--- src/rtl/pwr_guard_pkg.sv ---
package pwr_guard_pkg;

  typedef enum logic [1:0] {
    PM_RUN  = 2'd0,
    PM_IDLE = 2'd1,
    PM_DOWN = 2'd2
  } pm_mode_e;

  // Arm-or-start request: the wanted bit set, its partner bit clear.
  function automatic logic f_solo(input logic [31:0] data, input int want, input int other);
    return data[want] & ~data[other];
  endfunction

  // Mask of the self-clearing command bits.
  function automatic logic [31:0] f_cmd_mask(input int a, input int b, input int c, input int d);
    logic [31:0] m;
    m = '0;
    m[a] = 1'b1;
    m[b] = 1'b1;
    m[c] = 1'b1;
    m[d] = 1'b1;
    return m;
  endfunction

endpackage

--- src/rtl/pg_decode.sv ---
module pg_decode
  import pwr_guard_pkg::*;
#(
  parameter int ADDR_W = 8,
  parameter int DATA_W = 8,
  parameter logic [ADDR_W-1:0] CTRL_ADDR = 'h87,
  parameter int IDLE_ARM_BIT = 0,
  parameter int IDLE_GO_BIT  = 5,
  parameter int PD_ARM_BIT   = 1,
  parameter int PD_GO_BIT    = 6
) (
  input  logic              wr_en,
  input  logic [ADDR_W-1:0] wr_addr,
  input  logic [DATA_W-1:0] wr_data,
  input  logic              instr_end,
  input  logic              run,
  output logic              commit,
  output logic              idle_arm,
  output logic              idle_go,
  output logic              pd_arm,
  output logic              pd_go
);
  logic [31:0] wide;

  always_comb begin
    wide = 32'(wr_data);
    commit   = wr_en & instr_end & run & (wr_addr == CTRL_ADDR);
    idle_arm = commit & f_solo(wide, IDLE_ARM_BIT, IDLE_GO_BIT);
    idle_go  = commit & f_solo(wide, IDLE_GO_BIT, IDLE_ARM_BIT);
    pd_arm   = commit & f_solo(wide, PD_ARM_BIT, PD_GO_BIT);
    pd_go    = commit & f_solo(wide, PD_GO_BIT, PD_ARM_BIT);
  end
endmodule

--- src/rtl/pg_arm_track.sv ---
module pg_arm_track (
  input  logic clk,
  input  logic rst_n,
  input  logic instr_end,
  input  logic run,
  input  logic idle_arm,
  input  logic idle_go,
  input  logic pd_arm,
  input  logic pd_go,
  output logic req_idle,
  output logic req_pd
);
  logic armed_idle_q, armed_pd_q;

  // Arm state lives for exactly one following instruction boundary.
  always_ff @(posedge clk or negedge rst_n) begin
    if (!rst_n) begin
      armed_idle_q <= 1'b0;
      armed_pd_q   <= 1'b0;
    end else if (!run) begin
      armed_idle_q <= 1'b0;
      armed_pd_q   <= 1'b0;
    end else if (instr_end) begin
      armed_idle_q <= idle_arm;
      armed_pd_q   <= pd_arm;
    end
  end

  assign req_idle = idle_go & armed_idle_q;
  assign req_pd   = pd_go & armed_pd_q;

  // a completed instruction that does not arm leaves nothing armed.
  a_r5_arm_expires: assert property (@(posedge clk) disable iff (!rst_n)
    (instr_end && !idle_arm && !pd_arm) |=> (!armed_idle_q && !armed_pd_q));
endmodule

--- src/rtl/pg_ctrl_reg.sv ---
module pg_ctrl_reg #(
  parameter int DATA_W = 8,
  parameter logic [DATA_W-1:0] CMD_MASK = 'h63
) (
  input  logic              clk,
  input  logic              rst_n,
  input  logic              commit,
  input  logic [DATA_W-1:0] wr_data,
  output logic [DATA_W-1:0] rdata
);
  for (genvar i = 0; i < DATA_W; i++) begin : g_bit
    if (CMD_MASK[i]) begin : g_cmd
      assign rdata[i] = 1'b0;
    end else begin : g_store
      logic q;
      always_ff @(posedge clk or negedge rst_n) begin
        if (!rst_n)      q <= 1'b0;
        else if (commit) q <= wr_data[i];
      end
      assign rdata[i] = q;
    end
  end

  // without a committed write the register holds.
  a_r10_hold: assert property (@(posedge clk) disable iff (!rst_n)
    !commit |=> $stable(rdata));
endmodule

--- src/rtl/pg_mode_fsm.sv ---
module pg_mode_fsm
  import pwr_guard_pkg::*;
(
  input  logic     clk,
  input  logic     rst_n,
  input  logic     req_idle,
  input  logic     req_pd,
  input  logic     wake_irq,
  output pm_mode_e mode,
  output logic     run
);
  pm_mode_e mode_q, mode_d;

  always_comb begin
    mode_d = mode_q;
    unique case (mode_q)
      PM_RUN: begin
        if (req_pd)        mode_d = PM_DOWN;
        else if (req_idle) mode_d = PM_IDLE;
      end
      PM_IDLE: if (wake_irq) mode_d = PM_RUN;
      PM_DOWN: mode_d = PM_DOWN;
      default: mode_d = PM_RUN;
    endcase
  end

  always_ff @(posedge clk or negedge rst_n) begin
    if (!rst_n) mode_q <= PM_RUN;
    else        mode_q <= mode_d;
  end

  assign mode = mode_q;
  assign run  = (mode_q == PM_RUN);

  // simultaneous requests resolve to power-down.
  a_r7_pd_wins: assert property (@(posedge clk) disable iff (!rst_n)
    (run && req_pd && req_idle) |=> (mode == PM_DOWN));
  // power-down only leaves through reset.
  a_r9_pd_sticky: assert property (@(posedge clk) disable iff (!rst_n)
    (mode == PM_DOWN) |=> (mode == PM_DOWN));
  // wake during idle returns to run after one edge.
  a_r8_wake: assert property (@(posedge clk) disable iff (!rst_n)
    (mode == PM_IDLE && wake_irq) |=> run);
endmodule

--- src/rtl/pwr_entry_guard.sv ---
module pwr_entry_guard
  import pwr_guard_pkg::*;
#(
  parameter int ADDR_W = 8,
  parameter int DATA_W = 8,
  parameter logic [ADDR_W-1:0] CTRL_ADDR = 'h87,
  parameter int IDLE_ARM_BIT = 0,
  parameter int IDLE_GO_BIT  = 5,
  parameter int PD_ARM_BIT   = 1,
  parameter int PD_GO_BIT    = 6
) (
  input  logic              clk,
  input  logic              rst_n,
  input  logic              wr_en,
  input  logic [ADDR_W-1:0] wr_addr,
  input  logic [DATA_W-1:0] wr_data,
  input  logic              instr_end,
  input  logic              wake_irq,
  output logic              idle_o,
  output logic              pdown_o,
  output logic [DATA_W-1:0] ctrl_rdata
);
  localparam logic [31:0] MASK32 = f_cmd_mask(IDLE_ARM_BIT, IDLE_GO_BIT, PD_ARM_BIT, PD_GO_BIT);
  localparam logic [DATA_W-1:0] CMD_MASK = MASK32[DATA_W-1:0];

  logic     run, commit;
  logic     idle_arm, idle_go, pd_arm, pd_go;
  logic     req_idle, req_pd;
  pm_mode_e mode;

  pg_decode #(
    .ADDR_W(ADDR_W), .DATA_W(DATA_W), .CTRL_ADDR(CTRL_ADDR),
    .IDLE_ARM_BIT(IDLE_ARM_BIT), .IDLE_GO_BIT(IDLE_GO_BIT),
    .PD_ARM_BIT(PD_ARM_BIT), .PD_GO_BIT(PD_GO_BIT)
  ) u_dec (
    .wr_en(wr_en), .wr_addr(wr_addr), .wr_data(wr_data),
    .instr_end(instr_end), .run(run), .commit(commit),
    .idle_arm(idle_arm), .idle_go(idle_go), .pd_arm(pd_arm), .pd_go(pd_go)
  );

  pg_arm_track u_arm (
    .clk(clk), .rst_n(rst_n), .instr_end(instr_end), .run(run),
    .idle_arm(idle_arm), .idle_go(idle_go), .pd_arm(pd_arm), .pd_go(pd_go),
    .req_idle(req_idle), .req_pd(req_pd)
  );

  pg_mode_fsm u_fsm (
    .clk(clk), .rst_n(rst_n), .req_idle(req_idle), .req_pd(req_pd),
    .wake_irq(wake_irq), .mode(mode), .run(run)
  );

  pg_ctrl_reg #(.DATA_W(DATA_W), .CMD_MASK(CMD_MASK)) u_reg (
    .clk(clk), .rst_n(rst_n), .commit(commit), .wr_data(wr_data), .rdata(ctrl_rdata)
  );

  assign idle_o  = (mode == PM_IDLE);
  assign pdown_o = (mode == PM_DOWN);

  // never both modes at once.
  a_r13_exclusive: assert property (@(posedge clk) disable iff (!rst_n)
    $onehot0({idle_o, pdown_o}));
  // idle only begins at a committed start write.
  a_r1_idle_from_start: assert property (@(posedge clk) disable iff (!rst_n)
    $rose(idle_o) |-> $past(commit && wr_data[IDLE_GO_BIT]));
  // arm and start of idle in one write never enters idle.
  a_r4_joint_rejected: assert property (@(posedge clk) disable iff (!rst_n)
    (run && wr_en && instr_end && wr_addr == CTRL_ADDR &&
     wr_data[IDLE_ARM_BIT] && wr_data[IDLE_GO_BIT]) |=> !idle_o);
  // command bits read zero.
  a_r3_cmd_zero: assert property (@(posedge clk) disable iff (!rst_n)
    (ctrl_rdata & CMD_MASK) == '0);
endmodule

--- config.mk ---
export PLATFORM = sky130hd
export DESIGN_NAME = pwr_entry_guard
export DESIGN_NICKNAME = d
export VERILOG_FILES = /design/src/rtl/pwr_guard_pkg.sv /design/src/rtl/pg_decode.sv /design/src/rtl/pg_arm_track.sv /design/src/rtl/pg_ctrl_reg.sv /design/src/rtl/pg_mode_fsm.sv /design/src/rtl/pwr_entry_guard.sv
export SDC_FILE = /design/constraint.sdc
export NUM_CORES = 1
export LEC_CHECK = 0
export ABC_CLOCK_PERIOD_IN_PS = 3150
export CORE_MARGIN = 4
export CORE_UTILIZATION = 37
export CTS_CLUSTER_DIAMETER = 40
export DETAILED_ROUTE_END_ITERATION = 8
export PLACE_DENSITY = 0.92
export SYNTH_ARGS = -nofsm -noshare
export SYNTH_HDL_FRONTEND = slang
export SYNTH_HIERARCHICAL = 1
export SYNTH_SLANG_ARGS = --single-unit
--- constraint.sdc ---
create_clock -name clk -period 3.15 [get_ports clk]
set_input_delay 0.63 -clock clk [delete_from_list [all_inputs] [get_ports clk]]
set_output_delay 0.63 -clock clk [all_outputs]
set_load 0.02 [all_outputs]
# == Yosys cells after proc, flatten, opt, wreduce, memory -nomap -nowiden ==
# Cells that the tools add are included.
# totals
reg_bits,8
input_bits,21
out_inout_bits,10
word_cells,40
# classes
n_eq_ne,6
mux,8
bitwise,17
reduce_logical,2
# ops
cell,n
bitwise AND 1 bit,13
"== test 8 bit, second input constant",1
2-to-1 mux 2 bit,3
case mux 2 bit (3 select lines),1
2-to-1 mux 1 bit,4
"inequality test 2 bit, second input constant",2
NOT 1 bit,4
"inequality test 3 bit, second input constant",1
"== test 2 x 1 -> 1 bit, second input constant",1
"== test 2 bit, second input constant",1
logical NOT 2 bit,1
AND reduction 2 bit,1

# == Longest topological paths before layout ==
# Gate-level depths: netlist (run 1).
# depth
depth_word,8
mapped_depth,6
ltp_nobuf,6

# == Hierarchy ==
# The synthesis (run 1) kept the hierarchy.
# by_module_without_submodules
mod,n_inst,cells_per_inst,area_per_inst_um2,seq_area_each_um2
pg_ctrl_reg,1,17,209.0,100.1
pg_arm_track,1,8,95.1,50.0
pg_decode,1,12,83.8,0.0
pg_mode_fsm,1,8,82.6,50.0
pwr_entry_guard,1,2,15.0,0.0

# == Worst setup path before layout (run 1) ==
# No wires, ideal clock.
# synth_path
path_type,input -> register
from,in wr_addr[3]
to,"reg u_fsm.mode_q[0], in the netlist u_fsm/mode[0]"
setup_time_ns,0.077
t_arrival_ns,1.810
required_time_ns,3.073
setup_slack_ns,1.262
cell_stages,5
path_buffers,0
path_cell_list,or3b_4 -> nor4_1 -> and2_1 -> or3b_1 -> a21oi_1
# synth_between
elab_chain_len,6
word_cells_on_any_way,10
cone_classes,eq/ne (2); mux (2); bitwise (5); reduce/logical (1)
# synth_lines
element,line_no,rtl
"start, declared",pwr_entry_guard.sv:15,"input logic [ADDR_W-1:0] wr_addr,"
== test 8 bit,pg_decode.sv:27,commit = wr_en & instr_end & run & (wr_addr == CTRL_ADDR);
bitwise AND 1 bit,pg_decode.sv:27,
bitwise AND 1 bit,pg_decode.sv:29,"idle_go = commit & f_solo(wide, IDLE_GO_BIT, IDLE_ARM_BIT);"
named net idle_go,pwr_entry_guard.sv:27,"logic idle_arm, idle_go, pd_arm, pd_go;"
bitwise AND 1 bit,pg_arm_track.sv:29,assign req_idle = idle_go & armed_idle_q;
named net req_idle,pwr_entry_guard.sv:28,"logic req_idle, req_pd;"
inequality test 3 bit (no line),--,
AND reduction 2 bit (no line),--,
"end signal, assigned",pg_mode_fsm.sv:29,else mode_q <= mode_d;
"end, declared",pg_mode_fsm.sv:12,"pm_mode_e mode_q, mode_d;"
# The timed path passes the listed nets, and every way through them passes these cells.
# A chain may end at the register's enable or synchronous reset.

# == Worst setup path after layout (run 1) ==
# layout_path
from,in instr_end
to,reg u_reg.g_bit[3].g_store.q
# layout_between
elab_chain_len,3
# layout_lines
element,line_no,rtl
"start, declared",pwr_entry_guard.sv:17,"input logic instr_end,"
bitwise AND 1 bit (3 in a row),pg_decode.sv:27,
named net commit,pwr_entry_guard.sv:26,"logic run, commit;"
"end signal, assigned",pg_ctrl_reg.sv:18,else if (commit) q <= wr_data[i];
"end, declared",pg_ctrl_reg.sv:15,logic q;
# The timed path passes the listed nets, and every way through them passes these cells.

==> results_dict.tcl, run 1 <==
set metrics [dict create \
    clock-sinks 8 \
    chipHeight_um 44.22 \
    hold_viol 0 \
    grt_start_max_net_pins 9 \
    finalWirelength_um 1069 \
    grt_pass1_wl_um 1593 \
    synth_cell_types 18 \
    die_w_um 44.22 \
    numPortBuffers 26 \
    final_cell_mix "26 x clkdlybuf4s50_1, 8 x dfrtp_1" \
    pin_count 31 \
    antenna_cells 0 \
    peakVddDrop_v 0.0002388 \
    nNetsFinal 94 \
    nFillCells 101 \
    power_frac_clock_pct 33.6 \
    setup_violations 0 \
    synth_area_sq_um 485.5 \
    antenna_found_initial 0 \
    dieArea_sq_um 1955 \
    intPower_uw 175.8 \
    postSynthCellCount 47 \
    worstPathArrival_ps 2400 \
    mostFrequentLayoutCell "clkdlybuf4s50_1" \
    status "completed" \
    post_drt_via_cell_ratio 4.753 \
    yosys_warnings 6 \
    place_congestion 0.7387 \
    sw_frac_of_total_pct 21.35 \
    cts_resized 0 \
    place_ws_ps 613.1 \
    clock_skew_ps 4.382 \
    register_area_sq_um 200.2 \
    rows 12 \
    hold_class "reg -> reg" \
    powerDensity_nw_per_um2 303.2 \
    clk_pin_slew_worst_paths_ps 50 \
    max_freq_ghz 0.4405 \
    critPathBufInv 1 \
    synth_top_area_share_pct 41.24 \
    root_buffer "clkbuf_4" \
    rsz0062_at_grt "false" \
    grt_pass1_vias 407 \
    crit_fanout 5 \
    drv_cap 0 \
    max_stage_delay_ps 610 \
    slew_viol_final 0 \
    cp_data_required_time_ps 3280 \
    drc 0 \
    synth-seq-cells 8 \
    core_area_sq_um 1171 \
    critPathKind "in -> reg" \
    final.period_utilization_pct 72.06 \
    cp_cell_sequence "clkdlybuf4s50_1 -> nand4_1 -> nor3_1 -> mux2_2" \
    combPwrFrac_pct 19.4 \
    vias 404 \
    grt_use_total_pct 11.44 \
    seqPwrFrac_pct 47.0 \
    end_kind "register" \
    start_util_pct 41.45 \
    drt_iter0_drc 1 \
    cts_setup_buffers 0 \
    cts_tree "built" \
    firstDrtPassIters 2 \
    seq_area_frac_synth_pct 41.24 \
    placed_cell_area_sq_um 714.4 \
    hold_ws_ps 495.8 \
    final_area_sq_um 737.0 \
    syn_to_final_growth_pct 51.80 \
    worstMarginPinSlew_ps 644.3 \
    avgSynthCellArea_sq_um 10.33 \
    crit_family "simple AND/OR/NAND/NOR gates" \
    drive_above_1_share_pct 12.68 \
    clockBufferDepth 2 \
    leakage_uw 0.0003150 \
    worst_path_max_delay_cell "nor3_1" \
    cts_buffers 3 \
    wl_per_cell_um 12.58 \
    relSlewSlack_pct 56.71 \
    ant_nets 0 \
    fin_setup_tns_ps 0 \
    yosysTopAreaCell "dfrtp_1" \
    multi_input_area_sq_um 236.5 \
    overflow 0 \
    startpoint_type "input pin" \
    dp_hpwl_um 932.1 \
    htreeDepth 1 \
    switchingPower_uw 47.70 \
    hold_buffers 0 \
    clk_latency_ps 250 \
    period_needed_ps 2270 \
    fin_ws_ps 880.0 \
    synth.area.top_cells "dfrtp_1 41%, buf_4 12%, mux2_2 9.3%" \
]
[cells by family (layout without fill, tap and decap cells)]
logic type | after synthesis | count (layout) | share of synthesized area (%)
other | 1 | 4 | 0.7725
AO/OA/AOI/OAI | 1 | 1 | 1.030
AND/OR/NAND/NOR | 23 | 23 | 31.18
flip-flops | 8 | 8 | 41.24
multiplexers | 6 | 6 | 13.40
buffers and inverters | 8 | 29 | 12.37
[routing by layer]
| metal | up-vias | GRT usage, % | share of wire (%) |
|---|---|---|---|
| li1 | 201 | - | - |
| met1 | 183 | 11.06 | 37 |
| met2 | 18 | 19.48 | 51 |
| met3 | 2 | 7.724 | 9.7 |
| met4 | 0 | 3.614 | 1.6 |
| met5 | - | 0 | 0 |
[registers in the layout, summed over array words and instances, names as in the netlist]
register and flops:
u_arm/armed_pd_q 1, u_reg/g_bit.g_store.q 4, u_arm/armed_idle_q 1, u_fsm/mode 2
[layout make-up]
class	count	area share [%]
clock buffers	3	3.056
multi-input cells	34	32.09
flip-flops and latches	8	27.16
repair buffers	26	35.31
well taps	14	2.377
[power by group through the flow]
stage | registers, uW | clock network, uW | logic [uW]
after floorplan | 107 | 0 | 18.3
after global placement | 107 | 0 | 42.5
after detailed placement | 107 | 0 | 43.5
after CTS | 105 | 80.1 | 43.7
after global routing | 105 | 88.0 | 46.5
final | 105 | 75.1 | 43.4
[metrics by stage]
step                      cells  power (uW)  utilization (%)
after floorplan              50       124.8                -
after global placement       82       149.1            61.00
after detailed placement     82       150.1            61.00
after CTS                    85       228.7            62.93
after global routing         85       239.5            62.93
final                        85       223.5            62.93
[Yosys cell counts]
library cell,count
a21oi_1,1
and2_1,2
and2b_2,1
buf_4,8
conb_1,1
dfrtp_1,8
mux2_2,4
mux2i_1,2
nand2b_1,4
nand4_1,1
nand4bb_1,1
nor2_1,3
nor2b_1,3
nor3_1,1
nor4_1,4
or2b_1,1
or3b_1,1
or3b_4,1
[final timing paths]
path	cells past startpoint	start	end	slack, ps
setup / recovery	4	instr_end	u_reg/g_bit[3].g_store.q$_DFFE_PN0P_	880
hold / removal	1	u_fsm/mode[1]$_DFFE_PN0P_	u_fsm/mode[0]$_DFFE_PN0P_	500
setup reg to reg	4	u_fsm/mode[1]$_DFFE_PN0P_	u_reg/g_bit[3].g_store.q$_DFFE_PN0P_	1160
hold reg to reg	1	u_fsm/mode[1]$_DFFE_PN0P_	u_fsm/mode[0]$_DFFE_PN0P_	500
max in group asynchronous	1	rst_n	u_reg/g_bit[7].g_store.q$_DFFE_PN0P_	2240
min in group asynchronous	1	rst_n	u_fsm/mode[0]$_DFFE_PN0P_	650
Power figures use the tool's default switching activity.
==> run 2, diff against run 1 <==
--- a/config.mk
+++ b/config.mk
@@ -5,12 +5,12 @@
 export SDC_FILE = /design/constraint.sdc
 export NUM_CORES = 1
 export LEC_CHECK = 0
-export ABC_CLOCK_PERIOD_IN_PS = 3150
+export ABC_CLOCK_PERIOD_IN_PS = 2020
 export CORE_MARGIN = 4
-export CORE_UTILIZATION = 37
+export CORE_UTILIZATION = 31
 export CTS_CLUSTER_DIAMETER = 40
 export DETAILED_ROUTE_END_ITERATION = 8
-export PLACE_DENSITY = 0.92
+export PLACE_DENSITY = 0.84
 export SYNTH_ARGS = -nofsm -noshare
 export SYNTH_HDL_FRONTEND = slang
 export SYNTH_HIERARCHICAL = 1
==> constraint.sdc (replaced) <==
create_clock -name clk -period 2.02 [get_ports clk]
set_input_delay 0.404 -clock clk [delete_from_list [all_inputs] [get_ports clk]]
set_output_delay 0.404 -clock clk [all_outputs]
set_load 0.02 [all_outputs]
==> run 2 against run 1 <==
Net effect: via count grew 5.2%; cell count increased by 7.1%; critical path depth grew 2; combinational power rose by 65%; flip-flop and latch count is the same; sequential power rose by 56%; critical endpoint is now u_fsm/mode[0]$_DFFE_PN0P_; register-to-register slack got worse by 1000 ps.
==> results_dict.tcl, run 2 (same netlist as run 1, synthesis figures left out) <==
set metrics [dict create \
    drt_iter0_drc 3 \
    pin_count 31 \
    post_drt_via_cell_ratio 4.670 \
    worstPathArrival_ps 2050 \
    ant_nets 0 \
    rsz0062_at_grt "false" \
    regMostFlops "u_reg/g_bit.g_store.q" \
    r2r-start "u_fsm/mode[1]$_DFFE_PN0P_" \
    clk_pin_slew_worst_paths_ps 50 \
    startpoint_type "input pin" \
    largest_reg_flops 4 \
    setup_violations 0 \
    switchingPower_uw 73.33 \
    max_freq_ghz 0.5339 \
    core_area_sq_um 1489 \
    syn_to_final_growth_pct 58.51 \
    endpoint "u_fsm/mode[0]$_DFFE_PN0P_" \
    slew_viol_final 0 \
    crit_fanout 3 \
    period_needed_ps 1873 \
    cts_setup_buffers 0 \
    drc 0 \
    leakage_uw 0.0003338 \
    clock-sinks 8 \
    final.period_utilization_pct 92.72 \
    fin_total_pwr_uw 350.0 \
    firstDrtPassIters 4 \
    cts_buffers 3 \
    rr_worst_depth 6 \
    clock_skew_ps 4.072 \
    final_cell_mix "26 x clkdlybuf4s50_1, 8 x dfrtp_1" \
    drv_cap 0 \
    hold_viol 0 \
    dp_hpwl_um 1009 \
    cts_tree "built" \
    clk_latency_ps 250 \
    hold_buffers 0 \
    startpoint "wr_addr[2]" \
    grt_use_total_pct 10.55 \
    die_w_um 47.57 \
    finalWirelength_um 1117 \
    grt_start_max_net_pins 9 \
    dieArea_sq_um 2263 \
    reg2reg_to "u_fsm/mode[0]$_DFFE_PN0P_" \
    status "completed" \
    rows 14 \
    vias 425 \
    end_kind "register" \
    grt_pass1_wl_um 1600 \
    seqPwrFrac_pct 46.8 \
    clockBufferDepth 2 \
    final_area_sq_um 769.5 \
    drive_above_1_share_pct 17.33 \
    sw_frac_of_total_pct 20.95 \
    htreeDepth 1 \
    place_congestion 0.7341 \
    grt_pass1_vias 384 \
    powerDensity_nw_per_um2 454.9 \
    antenna_found_initial 0 \
    mostFrequentLayoutCell "clkdlybuf4s50_1" \
    wl_per_cell_um 12.27 \
    combPwrFrac_pct 20.4 \
    hold_class "in -> async" \
    numPortBuffers 26 \
    nNetsFinal 98 \
    chipHeight_um 47.57 \
    nFillCells 139 \
    power_frac_clock_pct 32.8 \
    placed_cell_area_sq_um 747.0 \
    intPower_uw 276.7 \
    cts_resized 0 \
    peakVddDrop_v 0.0003033 \
    root_buffer "clkbuf_4" \
    r2r_setup_slack_ps 160 \
    cp_data_required_time_ps 2190 \
    overflow 0 \
    antenna_cells 0 \
    critPathKind "in -> reg" \
    start_util_pct 32.61 \
]
[run 2: cell types whose count changed in the layout (fill, tap and decap cells not counted)]
cell,previous run,this run
buf_4,0,4
[run 2: layout make-up]
| cell class | count | area, sq um | share of cell area, % |
|---|---|---|---|
| clock buffers | 3 | 22.52 | 2.927 |
| multi-input cells | 34 | 236.5 | 30.73 |
| flip-flops and latches | 8 | 200.2 | 26.02 |
| well taps | 16 | 20.02 | 2.602 |
| repair buffers | 30 | 290.3 | 37.72 |
[run 2: per-layer routing]
metal | vias up | share of wire, % | track usage (%)
li1 | 210 | - | -
met1 | 202 | 33 | 9.276
met2 | 13 | 58 | 21.12
met5 | - | 0 | 0
met3 | 0 | 8.3 | 6.767
met4 | 0 | 0 | 0
[run 2: metrics by stage]
stage	utilization, %	instances	TNS [ps]	setup slack [ps]	hold WS (ps)
2_1_floorplan	-	50	0	358.2	108.4
3_3_place_gp	50.17	88	-104.9	-97.26	483.3
3_5_place_dp	50.17	88	-149.6	-122.8	487.6
4_1_cts	51.68	91	0	134.2	444.2
5_1_grt	51.68	91	0	39.93	448.6
6_report	51.68	91	0	147.1	441.3
[run 2: how the worst min path moves through the flow]
stage,to,from,slack (ps)
floorplan,u_arm/armed_idle_q$_DFFE_PN0P_,rst_n,110
global placement,u_fsm/mode[0]$_DFFE_PN0P_,u_fsm/mode[1]$_DFFE_PN0P_,480
detailed placement,u_fsm/mode[1]$_DFFE_PN0P_,u_fsm/mode[0]$_DFFE_PN0P_,490
CTS,u_fsm/mode[0]$_DFFE_PN0P_,rst_n,440
global route,u_fsm/mode[1]$_DFFE_PN0P_,rst_n,450
finish,u_fsm/mode[0]$_DFFE_PN0P_,rst_n,440
[run 2: power by group through the flow]
stage          Combinational (uW)  Clock (uW)  Sequential (uW)
5_1_grt                      76.5         131              164
3_5_place_dp                 71.8           0              166
2_1_floorplan                28.5           0              166
6_report                     71.5         115              164
3_3_place_gp                 69.3           0              166
4_1_cts                      71.9         123              164
[run 2: worst max-delay path, cell delays in order]
cell,delay (ps)
clkdlybuf4s50_1,450
or3b_4,380
nor4_1,200
and2_1,140
or3b_1,330
a21oi_1,140
